===== src/rtl/asr_pkg.sv =====
package asr_pkg;
  localparam int WORD_MAX  = 32;
  localparam int WORD_MIN  = 16;
  localparam int WL_W      = $clog2(WORD_MAX + 1);
endpackage


===== src/rtl/asr_framer.sv =====
module asr_framer #(
  parameter int CNT_W = 10
) (
  input  logic             clk,
  input  logic             rst_n,
  input  logic             fsync,
  input  logic             start_rise,
  input  logic [CNT_W-1:0] frame_len,
  output logic [CNT_W-1:0] pos,
  output logic             active,
  output logic             sync_err
);
  logic             fs_q, primed_q, synced_q, err_q;
  logic [CNT_W-1:0] cnt_q, cnt_inc;
  logic             edge_seen, early;

  assign edge_seen = primed_q & (start_rise ? (fsync & ~fs_q) : (~fsync & fs_q));
  assign cnt_inc   = (cnt_q == '1) ? cnt_q : cnt_q + 1'b1;
  assign pos       = edge_seen ? '0 : cnt_inc;
  assign active    = synced_q | edge_seen;
  assign early     = edge_seen & synced_q &
                     (({1'b0, cnt_q} + (CNT_W+1)'(1)) < {1'b0, frame_len});
  assign sync_err  = err_q;

  always_ff @(posedge clk or negedge rst_n) begin
    if (!rst_n) begin
      fs_q     <= 1'b0;
      primed_q <= 1'b0;
      synced_q <= 1'b0;
      cnt_q    <= '0;
      err_q    <= 1'b0;
    end else begin
      fs_q     <= fsync;
      primed_q <= 1'b1;
      if (edge_seen) synced_q <= 1'b1;
      cnt_q    <= pos;
      err_q    <= early;
    end
  end


  cnt_step_chk: assert property (@(posedge clk) disable iff (!rst_n)
    (!edge_seen && cnt_q != '1) |=> (cnt_q == $past(cnt_q) + 1'b1));


  resync_zero_chk: assert property (@(posedge clk) disable iff (!rst_n)
    err_q |-> (cnt_q == '0));
endmodule


===== src/rtl/asr_cfg_check.sv =====
module asr_cfg_check
  import asr_pkg::*;
#(
  parameter int NCH   = 4,
  parameter int CNT_W = 10
) (
  input  logic                   mode_5050,
  input  logic                   start_rise,
  input  logic [CNT_W-1:0]       frame_len,
  input  logic [WL_W-1:0]        word_len,
  input  logic [NCH-1:0]         ch_en,
  input  logic [NCH*CNT_W-1:0]   ch_loc,
  input  logic [NCH-1:0]         ch_hi,
  output logic [NCH-1:0]         ch_ok,
  output logic [NCH*(CNT_W+1)-1:0] ch_eff,
  output logic                   cfg_err
);
  localparam int CW = $clog2(NCH + 1);
  localparam int E  = CNT_W + 2;

  logic [CW-1:0]    n_en;
  logic             too_many, wl_ok;
  logic [CNT_W-1:0] half;
  logic [E-1:0]     limit;
  logic [NCH-1:0]   bad;

  always_comb begin
    n_en = '0;
    for (int c = 0; c < NCH; c++) n_en = n_en + CW'(ch_en[c]);
  end

  assign too_many = mode_5050 & (n_en > CW'(2));
  assign wl_ok    = (word_len >= WL_W'(WORD_MIN)) & (word_len <= WL_W'(WORD_MAX));
  assign half     = frame_len >> 1;
  assign limit    = mode_5050 ? E'(half) : E'(frame_len);

  for (genvar c = 0; c < NCH; c++) begin : g_ch
    logic [CNT_W-1:0] loc;
    logic             fit, second;
    assign loc    = ch_loc[c*CNT_W +: CNT_W];
    assign second = mode_5050 & (ch_hi[c] != start_rise);
    assign fit    = (E'(loc) + E'(word_len)) <= limit;
    assign ch_eff[c*(CNT_W+1) +: (CNT_W+1)] =
      (CNT_W+1)'(loc) + (second ? (CNT_W+1)'(half) : '0);
    assign bad[c]   = ch_en[c] & ~(fit & wl_ok & ~too_many);
    assign ch_ok[c] = ch_en[c] & ~bad[c];
  end

  assign cfg_err = |bad;
endmodule


===== src/rtl/asr_slot.sv =====
module asr_slot
  import asr_pkg::*;
#(
  parameter int CNT_W = 10,
  parameter int W     = WORD_MAX
) (
  input  logic             clk,
  input  logic             rst_n,
  input  logic             sdata,
  input  logic             active,
  input  logic             ok,
  input  logic [CNT_W-1:0] pos,
  input  logic [CNT_W:0]   eff,
  input  logic [WL_W-1:0]  word_len,
  output logic             done,
  output logic [W-1:0]     word
);
  localparam int E = CNT_W + 2;

  logic [W-1:0] sh_q, mask;
  logic [E-1:0] p_e, s_e, end_e;
  logic         in_slot;

  assign p_e     = E'(pos);
  assign s_e     = E'(eff);
  assign end_e   = s_e + E'(word_len);
  assign in_slot = active & ok & (p_e >= s_e) & (p_e < end_e);
  assign done    = in_slot & (p_e == end_e - E'(1));
  assign mask    = (word_len >= WL_W'(W)) ? '1 : ((W'(1) << word_len) - W'(1));
  assign word    = {sh_q[W-2:0], sdata} & mask;

  always_ff @(posedge clk or negedge rst_n) begin
    if (!rst_n)       sh_q <= '0;
    else if (in_slot) sh_q <= {sh_q[W-2:0], sdata};
  end
endmodule


===== src/rtl/aud_serial_rx.sv =====
module aud_serial_rx
  import asr_pkg::*;
#(
  parameter int NCH   = 4,
  parameter int CNT_W = 10,
  parameter int W     = WORD_MAX,
  localparam int CH_W = (NCH > 1) ? $clog2(NCH) : 1
) (
  input  logic                 clk,
  input  logic                 rst_n,
  input  logic                 sdata_i,
  input  logic                 fsync_i,
  input  logic                 mode_5050_i,
  input  logic                 start_rise_i,
  input  logic [CNT_W-1:0]     frame_len_i,
  input  logic [WL_W-1:0]      word_len_i,
  input  logic [NCH-1:0]       ch_en_i,
  input  logic [NCH*CNT_W-1:0] ch_loc_i,
  input  logic [NCH-1:0]       ch_hi_i,
  input  logic                 out_ready_i,
  output logic                 out_valid_o,
  output logic [W-1:0]         out_data_o,
  output logic [CH_W-1:0]      out_chan_o,
  output logic                 overrun_o,
  output logic                 cfg_err_o,
  output logic                 sync_err_o
);
  logic [CNT_W-1:0]         pos;
  logic                     active;
  logic [NCH-1:0]           ch_ok, done;
  logic [NCH*(CNT_W+1)-1:0] ch_eff;
  logic [W-1:0]             words [NCH];
  logic                     any_done;
  logic [CH_W-1:0]          pick;

  asr_framer #(.CNT_W(CNT_W)) u_framer (
    .clk(clk), .rst_n(rst_n), .fsync(fsync_i), .start_rise(start_rise_i),
    .frame_len(frame_len_i), .pos(pos), .active(active), .sync_err(sync_err_o)
  );

  asr_cfg_check #(.NCH(NCH), .CNT_W(CNT_W)) u_cfg (
    .mode_5050(mode_5050_i), .start_rise(start_rise_i), .frame_len(frame_len_i),
    .word_len(word_len_i), .ch_en(ch_en_i), .ch_loc(ch_loc_i), .ch_hi(ch_hi_i),
    .ch_ok(ch_ok), .ch_eff(ch_eff), .cfg_err(cfg_err_o)
  );

  for (genvar c = 0; c < NCH; c++) begin : g_slot
    asr_slot #(.CNT_W(CNT_W), .W(W)) u_slot (
      .clk(clk), .rst_n(rst_n), .sdata(sdata_i), .active(active), .ok(ch_ok[c]),
      .pos(pos), .eff(ch_eff[c*(CNT_W+1) +: (CNT_W+1)]), .word_len(word_len_i),
      .done(done[c]), .word(words[c])
    );
  end

  always_comb begin
    any_done = 1'b0;
    pick     = '0;
    for (int c = NCH - 1; c >= 0; c--) begin
      if (done[c]) begin
        any_done = 1'b1;
        pick     = CH_W'(c);
      end
    end
  end

  always_ff @(posedge clk or negedge rst_n) begin
    if (!rst_n) begin
      out_valid_o <= 1'b0;
      out_data_o  <= '0;
      out_chan_o  <= '0;
      overrun_o   <= 1'b0;
    end else if (any_done) begin
      out_valid_o <= 1'b1;
      out_data_o  <= words[pick];
      out_chan_o  <= pick;
      overrun_o   <= out_valid_o & ~out_ready_i;
    end else begin
      if (out_ready_i) out_valid_o <= 1'b0;
      overrun_o <= 1'b0;
    end
  end


  hold_valid_chk: assert property (@(posedge clk) disable iff (!rst_n)
    (out_valid_o && !out_ready_i) |=> out_valid_o);


  overrun_valid_chk: assert property (@(posedge clk) disable iff (!rst_n)
    overrun_o |-> out_valid_o);


  too_many_silent_chk: assert property (@(posedge clk) disable iff (!rst_n)
    (mode_5050_i && $countones(ch_en_i) > 2) |-> !any_done);


  chan_enabled_chk: assert property (@(posedge clk) disable iff (!rst_n)
    (any_done) |-> ch_en_i[pick]);
endmodule


===== config.mk =====
export PLATFORM = sky130hd
export DESIGN_NAME = aud_serial_rx
export DESIGN_NICKNAME = d
export VERILOG_FILES = /design/src/rtl/asr_pkg.sv /design/src/rtl/asr_framer.sv /design/src/rtl/asr_cfg_check.sv /design/src/rtl/asr_slot.sv /design/src/rtl/aud_serial_rx.sv
export SDC_FILE = /design/constraint.sdc
export NUM_CORES = 1
export LEC_CHECK = 0
export ABC_AREA = 1
export BUFFER_PORTS_ARGS = -buffer_cell sky130_fd_sc_hd__buf_2
export CORE_ASPECT_RATIO = 0.6
export CORE_MARGIN = 2
export CORE_UTILIZATION = 65
export CTS_BUF_LIST = sky130_fd_sc_hd__clkbuf_4 sky130_fd_sc_hd__clkbuf_8
export CTS_CLUSTER_SIZE = 30
export DETAILED_ROUTE_END_ITERATION = 7
export PLACE_DENSITY_LB_ADDON = 0.25
export SYNTH_ARGS = -nofsm -noshare
export SYNTH_HDL_FRONTEND = slang
export SYNTH_SLANG_ARGS = --single-unit
export TNS_END_PERCENT = 30

===== constraint.sdc =====
create_clock -name clk -period 4.3 [get_ports clk]
set_input_delay 0.215 -clock clk [delete_from_list [all_inputs] [get_ports clk]]
set_output_delay 0.215 -clock clk [all_outputs]
set_load 0.02 [all_outputs]

==> impl_metrics.tcl, run 1 <==
set metrics [dict create \
    status "stopped before the end" \
    stop_stage "global routing (5_1_grt)" \
    run.stop_error "[ERROR GRT-0232] Routing congestion too high. Check the congestion heatmap in the GUI." \
    synthTopCellsByCount "nand2_1, inv_1, nand3_1, nor2_1, ha_1" \
    cts.sinks 174 \
    synth-edff-count 0 \
    synth_fp_nets 3286 \
    postGrtWorstEndpoint "out_data_o[4]$_DFFE_PN0P_/D" \
    cts_root_buf "clkbuf_8" \
    htreeDepth 4 \
    grt.total_usage 0.8508 \
    yosysWarnings 0 \
    grt.overflow.total 268 \
    cts_made_buffers 17 \
    synth-main-ff-cell "dfrtp_1" \
    ys_types 52 \
    ys_ff_latch 174 \
    yosysMostFrequentCell "nand2_1" \
    die_h_microns 135.9 \
    syn_avg_cell_area_sq_um 6.321 \
    synth_top_cell_by_area "dfrtp_1" \
    syn_area_sq_mm 0.01884 \
    cts_buffer_depth 2 \
    worst_endpoint_kind "register input" \
    row_count 48 \
    postSynth.asyncResetShare 1.000 \
    gp_congestion 1.057 \
    yosysTopAreaCellShare 0.2312 \
    initial_core_util 0.6575 \
    io_buffers 108 \
    die_x_microns 223.8 \
    synth_cells 2980 \
    grt_max_degree 95 \
    dpl.cell_count 3824 \
    place_ws_ns -1.226 \
    ios 109 \
    dpl.hpwl_mm 52.39 \
    netlist_top_cells_area "dfrtp_1, nand2_1, ha_1" \
    yosysSeqAreaShare 0.2312 \
]
[layer usage]
layer  global-route usage  GRT overflow
met3               0.7486            16
met4               0.8300            95
met1               0.8362            21
met5               0.6065             3
met2               0.9868           133
[timing repair]
item	CTS
pin swaps	56
setup buffers	53
endpoints found under the hold margin	96
endpoints found under the setup margin	87
gates cloned	8
resized for setup	159
hold buffers	4
[stage by stage]
step	util	area [sq um]
floorplan	-	19040
global placement	0.8036	23020
detailed placement	0.8036	23020
CTS	0.8667	24830
[kinds of logic after synthesis]
kind of cell	count (synthesis)	synth area share
simple gates	1673	0.3798
buf+inv	506	0.1050
compound gates	331	0.09459
fa+ha+maj	235	0.1613
flops	174	0.2312
xor+xnor	60	0.02790
other cells	1	0.0001991
==> run 2: changes to the inputs <==
Settings changed: CORE_ASPECT_RATIO 0.6 to default, CORE_UTILIZATION 65 to 40, CTS_BUF_LIST sky130_fd_sc_hd__clkbuf_4 sky130_fd_sc_hd__clkbuf_8 to default, CTS_CLUSTER_SIZE 30 to default, PLACE_DENSITY_LB_ADDON 0.25 to 0.15.
==> run 2 against run 1 <==
- the flow now finishes, with violations (negative setup slack)
- synthesized cell count unchanged
- synthesized area did not move
==> impl_metrics.tcl, run 2 <==
set metrics [dict create \
    status "finished with violations" \
    violations "negative setup slack" \
    clkLatencyLatePin_ns 0.45 \
    rsz0062_at_grt "true" \
    leakage_nw 14.40 \
    final_common_cell "nand2_1" \
    ys_types 52 \
    synth_cells 2980 \
    top_regs "g_slot.u_slot.sh_q (124), out_data_o (32), u_framer.cnt_q (10)" \
    dpl.hpwl_mm 50.73 \
    sw_frac_of_total 0.4056 \
    crit_family "simple AND/OR/NAND/NOR gates" \
    wire_per_inst_microns 15.63 \
    required_ns 4.65 \
    worst_hold_path_type "input port to register" \
    final_cell_mix "nand2_1, buf_4, inv_1, nand3_1, nor2_1" \
    setup_violations 33 \
    pwr-share-clk 0.213 \
    switchingPower_mw 3.101 \
    place_ws_ns -0.9010 \
    coreArea_sq_mm 0.04656 \
    r2r_start "u_framer.cnt_q[1]" \
    powerDensity_mw_per_mm2 295.8 \
    slowest_delay_ns 0.33 \
    synth-simple-area-share 0.3798 \
    regMostFlops "g_slot.u_slot.sh_q" \
    critPathKind "input port to register" \
    cap_viol_max_count 0 \
    cts_tree "built" \
    gp_congestion 0.9050 \
    ant_nets 0 \
    grt.total_usage 0.2621 \
    grt.overflow.total 0 \
    syn_area_sq_mm 0.01884 \
    rr_worst_depth 26 \
    path_depth 47 \
    cts_buffer_depth 2 \
    die_x_microns 221 \
    yosysMostFrequentCell "nand2_1" \
    antenna_found_initial 0 \
    fillers 4517 \
    fin_crit_sh 1.057 \
    peakVddDrop_mv 0.6245 \
    grt_max_degree 117 \
    yosysTopAreaCellShare 0.2312 \
    min_period_ns 4.545 \
    syn_avg_cell_area_sq_um 6.321 \
    crit_slowest_cell "fa_2" \
    worstSetupStartpointType "input port" \
    cts.clk_slew.worst_paths_ns 0.07 \
    slew_headroom 0.08285 \
    muxShareOfSynthArea 0 \
    p_int_mw 4.545 \
    synth_top_family_by_area "simple AND/OR/NAND/NOR gates" \
    drv_slew 0 \
    yosysSeqAreaShare 0.2312 \
    worst_slew_pin_slew_ns 1.361 \
    hold_ws_ns 0.09713 \
    cts_made_buffers 17 \
    final_hold_viol_count 0 \
    fin_nets 3845 \
    critPathMaxFanout 5 \
    fin_skew_ns 0.01056 \
    p_comb_frac 0.527 \
    netlist_top_cells_area "dfrtp_1, nand2_1, ha_1" \
    cp_data_arrival_time_ns 4.89 \
    synth_fa_ha_area_frac 0.1613 \
    largest_reg_flops 124 \
    drtIter0Drc 1487 \
    synth_fp_nets 3286 \
    drt_wl_total_mm 65.00 \
    area_growth_pct 37.21 \
    worstSetupStartpoint "mode_5050_i" \
    cts_root_buf "clkbuf_16" \
    die_h_microns 221 \
    seqPwrFrac 0.260 \
    synth-edff-count 0 \
    postSynth.asyncResetShare 1.000 \
    io_buffers 108 \
    drt-vias-per-instance 5.056 \
    yosysWarnings 0 \
    critical_path_buf_inv_count 9 \
    synth_top_cell_by_area "dfrtp_1" \
    tns_ns -6.565 \
    cpMostUsedCell "nand2_1" \
    synthTopCellsByCount "nand2_1, inv_1, nand3_1, nor2_1, ha_1" \
    final.setup.worst_slack_ns -0.2446 \
    first_pass_iters 5 \
    endpoint "out_data_o[27]" \
    first_global_vias 20626 \
    reg2reg_to "out_data_o[30]" \
    synth_xor_area_frac 0.02790 \
    max_freq_mhz 220.0 \
    grt_pass1_wl_mm 104.0 \
    drive_gt1_frac 0.2677 \
    die_area_sq_mm 0.04884 \
    ios 109 \
    critPathCaptureType "register" \
    r2r_setup_slack_ns -0.01 \
    route.detailed.drc 0 \
    num_vias 21035 \
    htreeDepth 4 \
    cts.sinks 174 \
    synth-main-ff-cell "dfrtp_1" \
    initial_core_util 0.4046 \
    ys_ff_latch 174 \
    synth_compound_area_frac 0.09459 \
    row_count 79 \
]
## run 2: how the worst min path moves through the flow
stage | start | to | slack [ns] | cells after the start
floorplan | rst_n | g_slot[0].u_slot.sh_q[0] | -0.08 | 0
global placement | rst_n | u_framer.cnt_q[6] | 0.25 | 1
detailed placement | rst_n | overrun_o | 0.25 | 1
CTS | sdata_i | out_data_o[0] | 0.07 | 3
global route | sdata_i | out_data_o[0] | 0.1 | 3
finish | sdata_i | out_data_o[0] | 0.1 | 3
## run 2: tightest hold or removal path, cell delays in order
cell and delay (ns):
buf_2 0.16, nand3_1 0.09, nand2_1 0.04
## run 2: per-layer routing
metal	vias to the layer above	part of all wire	global-route usage	wire length (microns)
li1	10660	-	-	-
met1	9822	0.47	0.3576	30340
met2	477	0.47	0.4454	30530
met3	76	0.043	0.02709	2777
met4	0	0.021	0.06213	1350
met5	-	0	0	0
## run 2: cell families (layout without fill, tap and decap cells)
kind of cell,after synthesis,count (layout)
and+or+nand+nor,1673,1673
buffers and inverters,506,1078
AOI/OAI and AO/OA,331,331
adders and majority gates,235,235
DFF,174,174
xor gates and xnor gates,60,60
other,1,2
## run 2: repair_timing
| item | 4_1_cts | 5_1_grt |
|---|---|---|
| hold buffers | 3 | 0 |
| pin swaps | 72 | 83 |
| setup buffers | 51 | 18 |
| setup endpoints to repair | 98 | 160 |
| hold endpoints to repair | 60 | 0 |
| gates cloned | 2 | 7 |
| gates resized for setup | 140 | 154 |
## run 2: cell type report
cell class	count	area, sq um	area share
clock buffer	20	456.7	0.01767
antenna	1	2.502	0.00009682
multi-input combinational	2300	13730	0.5311
inverter	444	1689	0.06536
tap	607	759.5	0.02939
timing repair buffer	602	4708	0.1822
clock inverter	12	147.6	0.005713
sequential	174	4354	0.1685
## run 2: metrics by stage
step | util | std cells | area, sq um | power [mW]
4_1_cts | 0.5372 | 4145 | 25010 | 7.496
2_1_floorplan | - | 2980 | 19040 | 4.143
3_5_place_dp | 0.5008 | 4058 | 23310 | 5.648
6_report | 0.5551 | 4160 | 25840 | 7.645
3_3_place_gp | 0.5008 | 4058 | 23310 | 5.567
5_1_grt | 0.5551 | 4159 | 25840 | 8.272
## run 2: power by group through the flow
stage / clock network [mW] / logic, mW / registers, mW
2_1_floorplan: 0 / 2.16 / 1.99
6_report: 1.63 / 4.03 / 1.99
3_3_place_gp: 0 / 3.56 / 2.01
5_1_grt: 1.72 / 4.54 / 2.02
4_1_cts: 1.66 / 3.85 / 1.99
3_5_place_dp: 0 / 3.63 / 2.02
No activity file was read; power rests on OpenSTA's default activity.
==> run 3: changes to the inputs <==
Settings changed: PLACE_DENSITY from default to 0.53, PLACE_DENSITY_LB_ADDON 0.15 to default.
==> run 3 against run 2 <==
- the flow still finishes with violations (negative setup slack)
- first-iteration DRC count down 13%
- die area did not move
- cell count down 0.19%
- combinational power about the same
- sequential power about the same
- via count shrank 0.46%
- worst setup slack improved by 0.067 ns
- clock power fell by 2%
- critical path type unchanged
- largest power group unchanged
==> impl_metrics.tcl, run 3 (synthesis results as in run 2) <==
set metrics [dict create \
    min_delay_path_depth 3 \
    slowest_delay_ns 0.35 \
    final_cell_mix "nand2_1, buf_4, inv_1, nand3_1, nor2_1" \
    drv_slew 0 \
    worst_hold_path_type "input port to register" \
    cts_buffer_depth 2 \
    ios 109 \
    clkLatencyLatePin_ns 0.48 \
    cap_viol_max_count 0 \
    cp_data_arrival_time_ns 4.88 \
    cts_made_buffers 17 \
    grt.overflow.total 0 \
    leakage_nw 14.28 \
    fin_nets 3838 \
    fillers 4609 \
    required_ns 4.70 \
    worstSetupStartpointType "input port" \
    max_freq_mhz 223.3 \
    finalPower_mw 7.622 \
    peakVddDrop_mv 0.2239 \
    initial_core_util 0.4046 \
    final.setup.worst_slack_ns -0.1775 \
    worst_slew_pin_slew_ns 1.441 \
    dpl.hpwl_mm 50.99 \
    fin_skew_ns 0.02985 \
    place_ws_ns -0.9436 \
    status "finished with violations" \
    htreeDepth 4 \
    design_area_sq_mm 0.02582 \
    critical_path_buf_inv_count 6 \
    setup_violations 33 \
    drtIter0Drc 1293 \
    cts.sinks 174 \
    rsz0062_at_grt "true" \
    io_buffers 108 \
    critPathMaxFanout 12 \
    row_count 79 \
    cts_tree "built" \
    area_growth_pct 37.06 \
    min_period_ns 4.477 \
    hold_ws_ns 0.09577 \
    final_cell_count_no_fill 4152 \
    wire_per_inst_microns 15.66 \
    die_h_microns 221 \
    crit_slowest_cell "fa_2" \
    final_hold_viol_count 0 \
    dpl.cell_count 4050 \
    path_depth 43 \
    cts_root_buf "clkbuf_16" \
    antenna_cells 0 \
    drt_wl_total_mm 65.04 \
    first_global_vias 20111 \
    critPathKind "input port to register" \
    antenna_found_initial 3 \
    route.detailed.drc 0 \
    critPathCaptureType "register" \
    first_pass_iters 6 \
    grt_max_degree 100 \
    dpl_cell_area_sq_mm 0.02329 \
    num_vias 20938 \
    final_common_cell "nand2_1" \
    rr_worst_depth 32 \
    largest_reg_flops 124 \
    drt-vias-per-instance 5.043 \
    crit_family "simple AND/OR/NAND/NOR gates" \
    cpMostUsedCell "nand2_1" \
    grt.total_usage 0.2623 \
    die_area_sq_mm 0.04884 \
    ant_nets 0 \
    fin_crit_sh 1.041 \
    violations "negative setup slack" \
    die_x_microns 221 \
    top_regs "g_slot.u_slot.sh_q (124), out_data_o (32), u_framer.cnt_q (10)" \
    drive_gt1_frac 0.2654 \
    slew_headroom 0.02934 \
    regMostFlops "g_slot.u_slot.sh_q" \
    gp_congestion 0.9389 \
    coreArea_sq_mm 0.04656 \
    grt_pass1_wl_mm 103.1 \
    powerDensity_mw_per_mm2 295.2 \
    cts.clk_slew.worst_paths_ns 0.07 \
]
==> run 3: cell types whose count changed in the layout (fill, tap and decap cells not counted), moves of 5 or more <==
cell	delta
ha_1	-10
ha_4	+12
nand2_1	+11
nand2_2	-10
nand3_1	+5
nor2_1	-7
nor2_2	+6
==> run 3: per-stage QoR <==
stage | setup TNS [ns] | util
after floorplan | -10.62 | -
after global placement | -75.61 | 0.5003
after detailed placement | -84.16 | 0.5003
after CTS | -4.859 | 0.5359
after global routing | -16.01 | 0.5545
final | -5.058 | 0.5545
==> run 3: tightest hold or removal path: stages <==
cell,delay (ns)
buf_2,0.16
nand3_1,0.10
nand2_1,0.04
==> run 3: where the power goes <==
part	total (mW)	switching, mW	internal, mW
clock	1.59	0.757	0.836
sequential	1.98	0.122	1.86
combinational	4.05	2.25	1.79
total	7.62	3.13	4.49
==> run 3: cell type report <==
cell class                 count  area, sq um  share of cell area
multi-input combinational   2300        13780              0.5337
tap                          607        759.5             0.02942
inverter                     444         1683             0.06519
clock inverter                14        151.4            0.005864
sequential                   174         4354              0.1687
clock buffer                  18        439.2             0.01701
timing repair buffer         595         4651              0.1801
==> run 3: worst paths after layout <==
kind                                            from                   endpoint  slack [ns]
hold reg to reg            g_slot[3].u_slot.sh_q[28]  g_slot[3].u_slot.sh_q[29]        0.47
setup reg to reg                   u_framer.cnt_q[1]              out_data_o[8]        0.10
min in group asynchronous                      rst_n                  overrun_o        0.36
max in group asynchronous                      rst_n          u_framer.cnt_q[8]        2.89
setup / recovery                        start_rise_i              out_data_o[8]       -0.18
hold / removal                               sdata_i              out_data_o[0]         0.1
==> run 3: timing repair <==
item / 4_1_cts / 5_1_grt
hold endpoints to repair: 78 / 0
hold buffers: 3 / 0
resized for setup: 132 / 139
cloned: 3 / 4
pin swaps: 77 / 75
buffers inserted: 47 / 17
endpoints found under the setup margin: 77 / 159
==> run 3: layer usage <==
metal / global-route usage / part of all wire
met1: 0.3609 / 0.47
met2: 0.4301 / 0.45
met3: 0.03957 / 0.056
met4: 0.06668 / 0.022
met5: 0 / 0.00057
==> run 4: changes to the inputs <==
Clock period 4.3 ns to 4.6 ns, I/O delays scaled along.
==> run 4 against run 3 <==
- the run still ends with negative setup slack left
- utilization fell by 1.3 points
- sequential cell count did not move
- register-to-register slack improved by 0.13 ns
- critical path depth rose by 2
- via count fell by 1.3%
- count of clock-buffer cells in the layout rose by 2
- wire length fell by 0.49%
- cell count fell by 0.55%
- largest cell class unchanged
- highest routed layer is now met4
==> impl_metrics.tcl, run 4 (synthesis results as in run 2) <==
set metrics [dict create \
    critPathMaxFanout 7 \
    drt-vias-per-instance 5.005 \
    grt_pass1_wl_mm 102.1 \
    worst_slew_pin_slew_ns 0.7539 \
    top_regs "g_slot.u_slot.sh_q (124), out_data_o (32), u_framer.cnt_q (10)" \
    final_common_cell "nand2_1" \
    cts.sinks 174 \
    cap_viol_max_count 0 \
    area_growth_pct 33.78 \
    route.detailed.drc 0 \
    num_vias 20665 \
    r2r_start "u_framer.cnt_q[1]" \
    reg2reg_to "out_data_o[25]" \
    crit_family "simple AND/OR/NAND/NOR gates" \
    ant_nets 0 \
    cts_tree "built" \
    grt.total_usage 0.2597 \
    clkLatencyLatePin_ns 0.47 \
    powerDensity_mw_per_mm2 277.8 \
    hold_path.startpoint "sdata_i" \
    violations "negative setup slack" \
    slew_headroom 0.4974 \
    crit_slowest_cell "ha_1" \
    grt_max_degree 116 \
    rr_worst_depth 30 \
    cts_root_buf "clkbuf_16" \
    critPathCaptureType "register" \
    cts_made_buffers 17 \
    dpl.hpwl_mm 50.90 \
    worst_hold_path_type "input port to register" \
    design_area_sq_mm 0.02520 \
    io_buffers 108 \
    fin_skew_ns 0.02599 \
    gp_congestion 0.9401 \
    die_area_sq_mm 0.04884 \
    peakVddDrop_mv 0.2014 \
    fin_nets 3815 \
    drt_wl_total_mm 64.72 \
    required_ns 5.01 \
    min_period_ns 4.777 \
    final_hold_viol_count 0 \
    critPathKind "input port to register" \
    largest_reg_flops 124 \
    dpl_cell_area_sq_mm 0.02315 \
    grt.overflow.total 0 \
    status "finished with violations" \
    htreeDepth 4 \
    die_h_microns 221 \
    antenna_found_initial 1 \
    slowest_delay_ns 0.31 \
    final.setup.worst_slack_ns -0.1766 \
    regMostFlops "g_slot.u_slot.sh_q" \
    antenna_cells 0 \
    rsz0062_at_grt "true" \
    die_x_microns 221 \
    critical_path_buf_inv_count 12 \
    max_freq_mhz 209.4 \
    worstSetupStartpointType "input port" \
    initial_core_util 0.4046 \
    fillers 4685 \
    r2r_setup_slack_ns 0.23 \
    min_delay_path_depth 3 \
    ios 109 \
    drtIter0Drc 1354 \
    cts_buffer_depth 2 \
    wire_per_inst_microns 15.67 \
    cp_data_arrival_time_ns 5.18 \
    fin_crit_sh 1.038 \
    final_cell_mix "nand2_1, buf_4, inv_1, nand3_1, nor2_1" \
    drv_slew 0 \
    coreArea_sq_mm 0.04656 \
    fin_util 0.5412 \
    leakage_nw 14.17 \
    first_global_vias 19649 \
    cpMostUsedCell "nand2_2" \
    setup_violations 31 \
    hold_end "out_data_o[0]" \
    drive_gt1_frac 0.2388 \
    cts.clk_slew.worst_paths_ns 0.07 \
    first_pass_iters 6 \
    row_count 79 \
]
==> run 4: changes by cell type in the layout (fill, tap and decap cells not counted), sizes merged <==
cell      change
clkinvlp      -3
clkbuf        +5
buf          -28
bufinv        +1
nand2         +1
bufbuf        +1
==> run 4: where the power goes <==
part / leakage (nW) / internal (mW) / switching [mW]
sequential: 1.97 / 1.74 / 0.113
combinational: 11.9 / 1.58 / 2.02
clock: 0.303 / 0.859 / 0.694
total: 14.2 / 4.17 / 2.82
==> run 4: repair_timing <==
action | 4_1_cts | 5_1_grt
setup endpoints to repair | 35 | 95
setup buffers | 32 | 18
cloned | 3 | 8
hold endpoints to repair | 61 | 0
gates resized for setup | 71 | 93
pin swaps | 29 | 63
hold buffers | 3 | 0
==> run 4: stage by stage <==
stage	TNS [ns]	hold slack [ns]	power, mW	instances	setup WS (ns)
2_1_floorplan	-1.323	-0.06559	3.873	2980	-0.06841
3_3_place_gp	-37.97	0.2843	5.181	4033	-0.8449
3_5_place_dp	-49.10	0.2826	5.248	4033	-0.9336
4_1_cts	-0.8903	0.07446	6.939	4103	-0.06865
5_1_grt	-13.87	0.1218	7.590	4129	-0.4421
6_report	-4.011	0.1064	6.999	4129	-0.1766
==> run 4: layout make-up <==
| cell class | count | area [sq um] | area share |
|---|---|---|---|
| clock buffer | 20 | 466.7 | 0.01852 |
| timing repair buffer | 571 | 4546 | 0.1804 |
| multi-input combinational | 2301 | 13250 | 0.5259 |
| tap | 607 | 759.5 | 0.03014 |
| sequential | 174 | 4354 | 0.1728 |
| inverter | 444 | 1674 | 0.06644 |
| clock inverter | 12 | 146.4 | 0.005810 |
==> run 4: worst max-delay path by stage <==
stage	slack, ns	end	from	cells past startpoint
3_3_place_gp	-0.84	out_data_o[8]	mode_5050_i	44
2_1_floorplan	-0.07	out_data_o[25]	start_rise_i	42
3_5_place_dp	-0.93	out_data_o[12]	start_rise_i	33
6_report	-0.18	out_data_o[25]	start_rise_i	45
5_1_grt	-0.44	out_data_o[25]	start_rise_i	43
4_1_cts	-0.07	out_data_o[25]	mode_5050_i	45
==> run 4: worst register-to-register path, delay by kind of cell (launching register included) <==
family	cells	cell delay, ns
compound gates	2	0.26
fa+ha+maj	2	0.46
buf+inv	4	0.86
flops	1	0.42
simple gates	22	2.31
==> run 4: per-layer routing <==
layer  global-route usage  vias up  part of all wire
li1                     -    10622                 -
met1               0.3660     9527              0.48
met2               0.4183      440              0.45
met3              0.03731       76             0.049
met4              0.06322        0             0.019
met5                    0        -                 0
